`config.mk`:
```
export PLATFORM = sky130hd
export DESIGN_NAME = eeprom_wbuf
export DESIGN_NICKNAME = d
export VERILOG_FILES = /design/src/rtl/eeprom_wbuf.sv
export SDC_FILE = /design/constraint.sdc
export NUM_CORES = 1
export LEC_CHECK = 0
export BUFFER_PORTS_ARGS = -buffer_cell sky130_fd_sc_hd__buf_2
export CAP_MARGIN = 20
export CORE_MARGIN = 4
export CORE_UTILIZATION = 31
export DETAILED_ROUTE_END_ITERATION = 6
export PLACE_DENSITY = 0.49
export SYNTH_ARGS = -nofsm -noshare
export SYNTH_HDL_FRONTEND = slang
export SYNTH_SLANG_ARGS = --single-unit
```
`constraint.sdc`:
```
create_clock -name clk -period 3.6 [get_ports clk]
set_clock_uncertainty 0.05 [all_clocks]
set_input_delay 0 -clock clk [delete_from_list [all_inputs] [get_ports clk]]
set_output_delay 0 -clock clk [all_outputs]
set_load 0.05 [all_outputs]
```
`src/rtl/eeprom_wbuf.sv`:
```
module eeprom_wbuf #(
  parameter int ADDR_W      = 9,
  parameter int PAGE_BYTES  = 8,
  parameter int MULTI_BYTES = 4,
  parameter int WC_VARIANT  = 0,
  parameter int PROG_CYCLES = 40
) (
  input  logic              clk,
  input  logic              rst_n,
  input  logic              mode_i,
  input  logic              wc_i,
  input  logic              wr_begin_i,
  input  logic              addr_valid_i,
  input  logic [ADDR_W-1:0] addr_i,
  input  logic              data_valid_i,
  input  logic [7:0]        data_i,
  input  logic              stop_i,
  output logic              data_ack_o,
  output logic              busy_o,
  output logic              mem_we_o,
  output logic [ADDR_W-1:0] mem_addr_o,
  output logic [7:0]        mem_data_o
);
  localparam int SLOT_W = $clog2(PAGE_BYTES);
  localparam int CNT_W  = $clog2(PAGE_BYTES + 1);
  localparam int PC_W   = $clog2(PROG_CYCLES + 1);

  typedef enum logic [2:0] {S_IDLE, S_ADDR, S_DATA, S_COMMIT, S_WAIT} state_t;

  state_t            state_q;
  logic [ADDR_W-1:0] base_q;
  logic              multi_q;
  logic [SLOT_W-1:0] wptr_q, rptr_q;
  logic [CNT_W-1:0]  used_q;
  logic [PC_W-1:0]   pc_q;
  logic [7:0]        buf_q [PAGE_BYTES];

  logic              front_open, protect, take;
  logic [SLOT_W-1:0] lim_m1;
  logic [CNT_W-1:0]  lim;
  logic [ADDR_W-1:0] mask;

  assign front_open = (state_q == S_IDLE) || (state_q == S_ADDR) || (state_q == S_DATA);
  assign protect    = (WC_VARIANT != 0) && wc_i;
  assign take       = data_valid_i && (state_q == S_DATA) && !protect && !wr_begin_i && !stop_i;
  assign lim_m1     = multi_q ? SLOT_W'(MULTI_BYTES - 1) : SLOT_W'(PAGE_BYTES - 1);
  assign lim        = CNT_W'(lim_m1) + CNT_W'(1);
  assign mask       = ADDR_W'(lim_m1);

  assign data_ack_o = take;
  assign busy_o     = !front_open;
  assign mem_we_o   = (state_q == S_COMMIT);
  assign mem_addr_o = (base_q & ~mask) | ((base_q + ADDR_W'(rptr_q)) & mask);
  assign mem_data_o = buf_q[rptr_q];

  always_ff @(posedge clk or negedge rst_n) begin
    if (!rst_n) begin
      state_q <= S_IDLE;
      base_q  <= '0;
      multi_q <= 1'b0;
      wptr_q  <= '0;
      rptr_q  <= '0;
      used_q  <= '0;
      pc_q    <= '0;
    end else begin
      case (state_q)
        S_COMMIT: begin
          if (CNT_W'(rptr_q) + CNT_W'(1) == used_q) begin
            state_q <= S_WAIT;
            pc_q    <= PC_W'(PROG_CYCLES - 1);
          end else begin
            rptr_q <= rptr_q + SLOT_W'(1);
          end
        end
        S_WAIT: begin
          if (pc_q == '0) state_q <= S_IDLE;
          else            pc_q    <= pc_q - PC_W'(1);
        end
        default: begin
          if (wr_begin_i) begin
            state_q <= S_ADDR;
            used_q  <= '0;
            wptr_q  <= '0;
          end else if (stop_i) begin
            if (state_q == S_DATA && used_q != '0) begin
              state_q <= S_COMMIT;
              rptr_q  <= '0;
            end else begin
              state_q <= S_IDLE;
            end
          end else if (addr_valid_i && state_q == S_ADDR) begin
            base_q  <= addr_i;
            multi_q <= (WC_VARIANT == 0) && mode_i;
            state_q <= S_DATA;
          end else if (take) begin
            wptr_q <= (wptr_q == lim_m1) ? '0 : wptr_q + SLOT_W'(1);
            if (used_q != lim) used_q <= used_q + CNT_W'(1);
          end
        end
      endcase
    end
  end

  always_ff @(posedge clk) begin
    if (take) buf_q[wptr_q] <= data_i;
  end
endmodule

```
==> results of run 1 <==
## report_power, final
part / switching [mW] / leakage (nW) / internal (mW)
clock network: 0.405 / 0.135 / 0.472
registers: 0.143 / 0.935 / 1.27
logic: 1.01 / 0.894 / 0.584
## how the worst min path moves through the flow
stage                            to  cells after the start          from  slack (ps)
final                     wptr_q[0]                      4  data_valid_i         110
after global placement    base_q[3]                      1         rst_n          40
after CTS                 wptr_q[0]                      4  data_valid_i         110
after detailed placement  base_q[8]                      1         rst_n          40
after floorplan           base_q[0]                      0         rst_n        -350
after global routing      wptr_q[0]                      4  data_valid_i         140
## worst reg2reg max path: cells and delay by family, from the launching register on
family | cells | cell delay (ps)
compound gates | 4 | 940
flops | 1 | 640
simple gates | 1 | 410
buf+inv | 1 | 220
## cell type report
type                            instances  area [um^2]
Clock buffer                            9          225
Inverter                               11         41.3
Multi-Input combinational cell        148         1360
Fill cell                            1254         7780
Clock inverter                          7         50.0
Sequential cell                        93         2650
Timing Repair Buffer                   75          508
Tap cell                              172          215
## cell usage in the layout, fill, tap and decap left out, types with 4 or more instances in the layout
cell and instances:
a21oi_1 6, buf_2 43, buf_4 11, clkbuf_16 9, dfrtp_1 29, dlygate4sd3_1 21, edfxtp_1 64, ha_1 7
inv_1 10, mux2_2 18, mux4_2 16, nand2_1 13, nand2b_1 4, nand3_1 8, nor2_1 13, nor3_1 6
xor2_1 5
## cell families after synthesis
| kind of cell | after synthesis | synth area share (%) |
|---|---|---|
| AND/OR/NAND/NOR | 63 | 8.33 |
| AO/OA/AOI/OAI | 32 | 5.85 |
| flip-flops | 93 | 64.1 |
| multiplexers | 37 | 14.4 |
| buffers and inverters | 25 | 3.03 |
| adder cells (fa/ha/maj) | 8 | 2.61 |
| XOR/XNOR | 8 | 1.70 |
## layer usage
layer	up-vias	part of all wire, %
met1	1200	47
met3	10	3.0
met4	0	1.6
met2	32	48
met5	-	0
li1	1157	-
## flip-flops by register name, summed over array words and instances (netlist names)
signal   cells
base_q       9
buf_q       64
multi_q      1
pc_q         6
rptr_q       3
state_q      3
used_q       4
wptr_q       3
## stage by stage
step	std cells	instance area (um^2)	hold WS [ps]
after floorplan	266	4130	-346
after global placement	478	4560	39.0
after detailed placement	478	4560	44.6
after CTS	515	5040	112
after global routing	515	5040	144
final	515	5040	114
==> metrics.md, run 1 <==
| Metric | Value |
|---|---|
| Outcome | `completed` |
| Synth-to-layout area growth | `22.2%` |
| Cell count along the critical path | `7` |
| Setup crit end | `mem_addr_o[2]` |
| Share of the synthesized area in the top cell type | `46.5%` |
| Most frequent cells after synthesis | `edfxtp_1, dfrtp_1, mux2_2` |
| Clock root buffer | `clkbuf_16` |
| CP bufs+invs | `2` |
| Layout cells sized above 1 | `33.5%` |
| Syn Nets | `299` |
| Critical path's largest stage delay | `380 ps` |
| Critical path data required time | `3550 ps` |
| Final Hold Fails | `0` |
| R2R cell count | `6` |
| CP max FO | `22` |
| Fin Setup TNS | `0 ps` |
| Dpl ws | `1210 ps` |
| Met2 layer usage reported by global route | `18.6%` |
| # hold bufs at CTS | `21` |
| Initial Util | `32.2%` |
| Die width | `123 um` |
| Largest cells by area after synthesis | `edfxtp_1, dfrtp_1, mux4_2` |
| Critical Path Sink Type | `output pin` |
| Total number of vias | `2,399` |
| Rows | `41` |
| TritonCTS clock tree | `yes` |
| Overall routed net length | `8390 um` |
| HP Class | `in -> reg` |
| P per Cell Area | `770 nW/um^2` |
| Via density | `4.66` |
| Slowest cell on the critical path | `dfrtp_1` |
| DRC viols | `0` |
| IO buf count | `43` |
| N_diodes | `0` |
| Worst setup SP type | `register` |
| Grt met3 use | `2.70%` |
| Routed Antenna Nets | `0` |
| Cell Chain, Critical Path | `buf_4 > ha_1 > fa_1 > xnor2_1 > nor2_1 > xor2_1 > buf_2` |
| Final core utilization | `39.3%` |
| Delay-heaviest family, CP | `adder cells` |
| 1st-iter DRT viols | `138` |
| Final number of max-transition violations | `0` |
| Ys flop type | `edfxtp_1` |
| Clock-pin slew on the worst setup and hold paths | `60 ps` |
| Cell Area, Synth | `4130 um^2` |
| Synth unique cells | `50` |
| FF-to-FF End | `rptr_q[2]` |
| Max_cap viols | `0` |
| Initial antenna violation count | `0` |
| GPL Wtd Cong | `0.707` |
| Die area | `15,200 um^2` |
| Leak Pwr | `1.96 nW` |
| Yosys Warn Count | `0` |
| Core region area | `12,800 um^2` |
| Worst Tran Pin Value | `705 ps` |
| Longest Clk Path Bufs | `2` |
| Mean Syn Cell Area | `15.5 um^2` |
| RR Startpoint | `rptr_q[2]` |
| Resize count post-CTS | `0` |
| Met1 Use GR | `15.7%` |
| WL per Instance | `16.3 um` |
| Dpl hpwl | `5450 um` |
| I/O pin count | `45` |
| RSZ-0062 raised after global routing | `false` |
| Worst slew margin | `53.0%` |
| Seq/Total Area, Yosys | `64.1%` |
| Die Height | `123 um` |
| First-pass GRT wire length | `13,200 um` |
| Setup bufs post-CTS | `0` |
| Max Freq | `0.413 GHz` |
| Nets | `371` |
| Worst-skew pair later-pin latency | `330 ps` |
| Largest net degree at the start of global routing | `30` |
| Count leader, synth | `edfxtp_1` |
| Syn Inst Count | `266` |
| First drt pass iteration count | `4` |
| Crit path DAT | `2370 ps` |
| Leading area contributor after synthesis | `edfxtp_1` |
| VDD IR max | `0.250 mV` |
| Yosys reg bits | `93` |
| Num CTS Buffers | `9` |
| FF-to-FF setup slack | `1230 ps` |
| Period utilization | `67.2%` |
| Final setup fails | `0` |
| Setup ws final | `1180 ps` |
| Min Tclk post-route | `2420 ps` |
| CP startpoint | `rptr_q[0]` |
| GR peak layer | `met2` |
| GRT Total Usage | `11.7%` |
| GR Overflow Total | `0` |
| Asr flop ratio synth | `31.2%` |
| Crit Path Class | `reg -> out` |
| Vias in the first global route | `2,423` |
| Tot Pwr | `3.88 mW` |
| Clk sinks | `93` |
| EDFF count, synth | `64` |
| H-Tree Depth | `3` |
Power figures use the tool's default switching activity.
==> run 2, diff against run 1 <==
--- a/config.mk
+++ b/config.mk
@@ -5,6 +5,7 @@
 export SDC_FILE = /design/constraint.sdc
 export NUM_CORES = 1
 export LEC_CHECK = 0
+export ABC_AREA = 1
 export BUFFER_PORTS_ARGS = -buffer_cell sky130_fd_sc_hd__buf_2
 export CAP_MARGIN = 20
 export CORE_MARGIN = 4
==> constraint.sdc (replaced) <==
create_clock -name clk -period 2.3 [get_ports clk]
set_clock_uncertainty 0.05 [all_clocks]
set_input_delay 0 -clock clk [delete_from_list [all_inputs] [get_ports clk]]
set_output_delay 0 -clock clk [all_outputs]
set_load 0.05 [all_outputs]
==> run 2 against run 1 <==
Core utilization fell by 0.60 points; cell count rose by 25%; clock power rose by 68%; synthesized cell count rose by 48%; power rose by 72%; area after synthesis rose by 2.0%; critical path depth fell by 1; hold slack got worse by 47 ps; non-clock buffer count rose by 3; wire length rose by 7.7%; first-iteration DRC count fell by 12%; combinational power rose by 87%; critical endpoint unchanged.
==> metrics.md, run 2 <==
| Metric | Value |
|---|---|
| GR Overflow Total | `0 (unchanged)` |
| WHS | `67.4 ps (-46.7 ps)` |
| Worst Tran Pin Value | `666 ps (-39.4 ps)` |
| Hold path startpoint | `data_valid_i` |
| Hold Crit Endpoint | `wptr_q[2]` |
| Longest Clk Path Bufs | `2 (unchanged)` |
| Yosys Warn Count | `0 (unchanged)` |
| P per Cell Area | `1300 nW/um^2 (+69%)` |
| Num CTS Buffers | `9 (unchanged)` |
| Synth-to-layout area growth | `22.3% (about the same)` |
| Final Hold Fails | `0 (unchanged)` |
| Leading area contributor after synthesis | `edfxtp_1` |
| Nets | `496 (+34%)` |
| Most flops, register | `buf_q` |
| Final setup fails | `0 (unchanged)` |
| I/O pin count | `45 (unchanged)` |
| Most common cell after layout, fill and taps aside | `nand2_1` |
| Dpl hpwl | `6030 um (+11%)` |
| Seq/Total Area, Yosys | `62.9% (-1.3 points)` |
| Leak Pwr | `2.10 nW (+7.2%)` |
| Initial antenna violation count | `0 (unchanged)` |
| Most frequent cells in the layout | `nand2_1, edfxtp_1, nor2_1` |
| Clock root buffer | `clkbuf_16` |
| R2R cell count | `6 (unchanged)` |
| Total number of vias | `2,931 (+22%)` |
| EDFF count, synth | `64 (unchanged)` |
| TritonCTS clock tree | `yes` |
| Syn Inst Count | `395 (+48%)` |
| Top flop regs | `buf_q x64, base_q x9, pc_q x6` |
| Max Freq | `0.474 GHz` |
| Via density | `4.56 (-2.1%)` |
| Crit path DAT | `2060 ps (-310 ps)` |
| Largest net degree at the start of global routing | `36 (+20%)` |
| Max_cap viols | `0 (unchanged)` |
| Crit Path Class | `reg -> out` |
| Worst-skew pair later-pin latency | `340 ps (about the same)` |
| Worst setup SP type | `register` |
| FF-to-FF setup slack | `460 ps (-770 ps)` |
| Outcome | `completed` |
| Finished Cell Area | `5150 um^2 (+2.1%)` |
| Synth unique cells | `32 (-36%)` |
| Ys flop type | `edfxtp_1` |
| IO buf count | `43 (unchanged)` |
| DRC viols | `0 (unchanged)` |
| Final number of max-transition violations | `0 (unchanged)` |
| RR Startpoint | `state_q[0]` |
| WL per Instance | `14.1 um (-14%)` |
| Hold Path Depth | `4 (unchanged)` |
| Period utilization | `91.7%` |
| Min Tclk post-route | `2110 ps` |
| Fin Setup TNS | `0 ps (unchanged)` |
| HP Class | `in -> reg` |
| Largest register FFs | `64 (unchanged)` |
| RSZ-0062 raised after global routing | `false` |
| Vias in the first global route | `2,951 (+22%)` |
| First-pass GRT wire length | `15,000 um (+14%)` |
| Overall routed net length | `9040 um (+7.7%)` |
| Layout cells sized above 1 | `19.3% (-14 points)` |
| Yosys reg bits | `93 (unchanged)` |
| Initial Util | `31.7% (-0.52 points)` |
| Post-route insts no fill | `643 (+25%)` |
| 1st-iter DRT viols | `121 (-12%)` |
| Asr flop ratio synth | `31.2% (unchanged)` |
| N_diodes | `0 (unchanged)` |
| H-Tree Depth | `3 (unchanged)` |
| Cell Area, Synth | `4210 um^2 (+2.0%)` |
| Most frequent cells after synthesis | `nand2_1, edfxtp_1, nor2_1` |
| Count leader, synth | `nand2_1` |
| Die area | `15,500 um^2 (+1.9%)` |
| Dpl cells | `607 (+27%)` |
| FF-to-FF End | `buf_q[2][4]` |
| Routed Antenna Nets | `0 (unchanged)` |
| Final core utilization | `38.7% (-0.60 points)` |
| Largest cells by area after synthesis | `edfxtp_1, dfrtp_1, nand2_1` |
| GRT Total Usage | `12.3% (+0.55 points)` |
| Placement Cell Area | `4640 um^2 (+1.8%)` |
| VDD IR max | `0.615 mV (+150%)` |
| Rows | `42 (+2.4%)` |
| Worst slew margin | `55.6% (+2.6 points)` |
| Critical path data required time | `2250 ps (-1300 ps)` |
| Die Height | `125 um (+0.93%)` |
| First drt pass iteration count | `4 (unchanged)` |
| CP max FO | `6 (-73%)` |
| Syn Nets | `428 (+43%)` |
| Clk sinks | `93 (unchanged)` |
| Die width | `125 um (+0.93%)` |
| Clock-pin slew on the worst setup and hold paths | `70 ps (about the same)` |
| GPL Wtd Cong | `0.832 (+18%)` |
| Mean Syn Cell Area | `10.7 um^2 (-31%)` |
| Critical Path Sink Type | `output pin` |
| Share of the synthesized area in the top cell type | `45.6% (-0.91 points)` |
| Core region area | `13,300 um^2 (+3.7%)` |
==> run 2: area by class of cell <==
cell class                 count  area (um^2)
clock buffer                   9          225
clock inverter                 6         68.8
fill                        1306         8150
inverter                      27          104
multi-input combinational    254         1340
sequential                    93         2650
tap                          176          220
timing repair buffer          78          546
==> run 2: per-layer routing <==
layer / vias up / track usage [%] / routed length [um]
met1: 1382 / 16.1 / 4360
met5: - / 0 / 0
met4: 0 / 5.61 / 167
li1: 1493 / - / -
met2: 45 / 19.6 / 4270
met3: 11 / 2.53 / 241
==> run 2: cells by family after synthesis <==
kind of cell | Yosys count | synth area share (%)
compound gates | 58 | 8.62
buf+inv | 48 | 5.38
fa+ha+maj | 8 | 2.55
xor+xnor | 5 | 1.04
flops | 93 | 62.9
mux | 9 | 2.41
simple gates | 174 | 17.1
==> run 2: timing repair <==
action                                  4_1_cts  5_1_grt
hold buffers                                 21        0
endpoints found under the hold margin       105        0
setup buffers                                 0        0
gates resized for setup                       0        1
endpoints found under the setup margin        0        1
==> run 2: worst max-delay path: stages, from the launching register on <==
cell and delay [ps]:
dfrtp_1 460, ha_1 230, fa_1 370, a21oi_1 140
o21ai_0 110, xnor2_1 160, clkbuf_4 240
==> run 2: where the power goes <==
part | switching (mW) | internal, mW | leakage [nW]
Clock | 0.626 | 0.845 | 0.139
Sequential | 0.229 | 2.00 | 0.935
Combinational | 2.12 | 0.872 | 1.03
==> run 2: how the worst max path moves through the flow <==
stage | from | endpoint | slack (ps) | cells after the start
after floorplan | state_q[2] | buf_q[0][0] | 90 | 5
after global placement | rptr_q[2] | pc_q[3] | 480 | 8
after detailed placement | state_q[2] | buf_q[2][4] | 480 | 6
after CTS | rptr_q[0] | mem_addr_o[2] | 120 | 6
after global routing | rptr_q[0] | mem_addr_o[2] | 20 | 6
final | rptr_q[0] | mem_addr_o[2] | 190 | 6
==> run 2: stage by stage <==
step	total power [mW]	setup slack [ps]
after floorplan	4.64	94.7
after global placement	5.23	477
after detailed placement	5.25	476
after CTS	6.78	120
after global routing	7.15	20.4
final	6.69	191
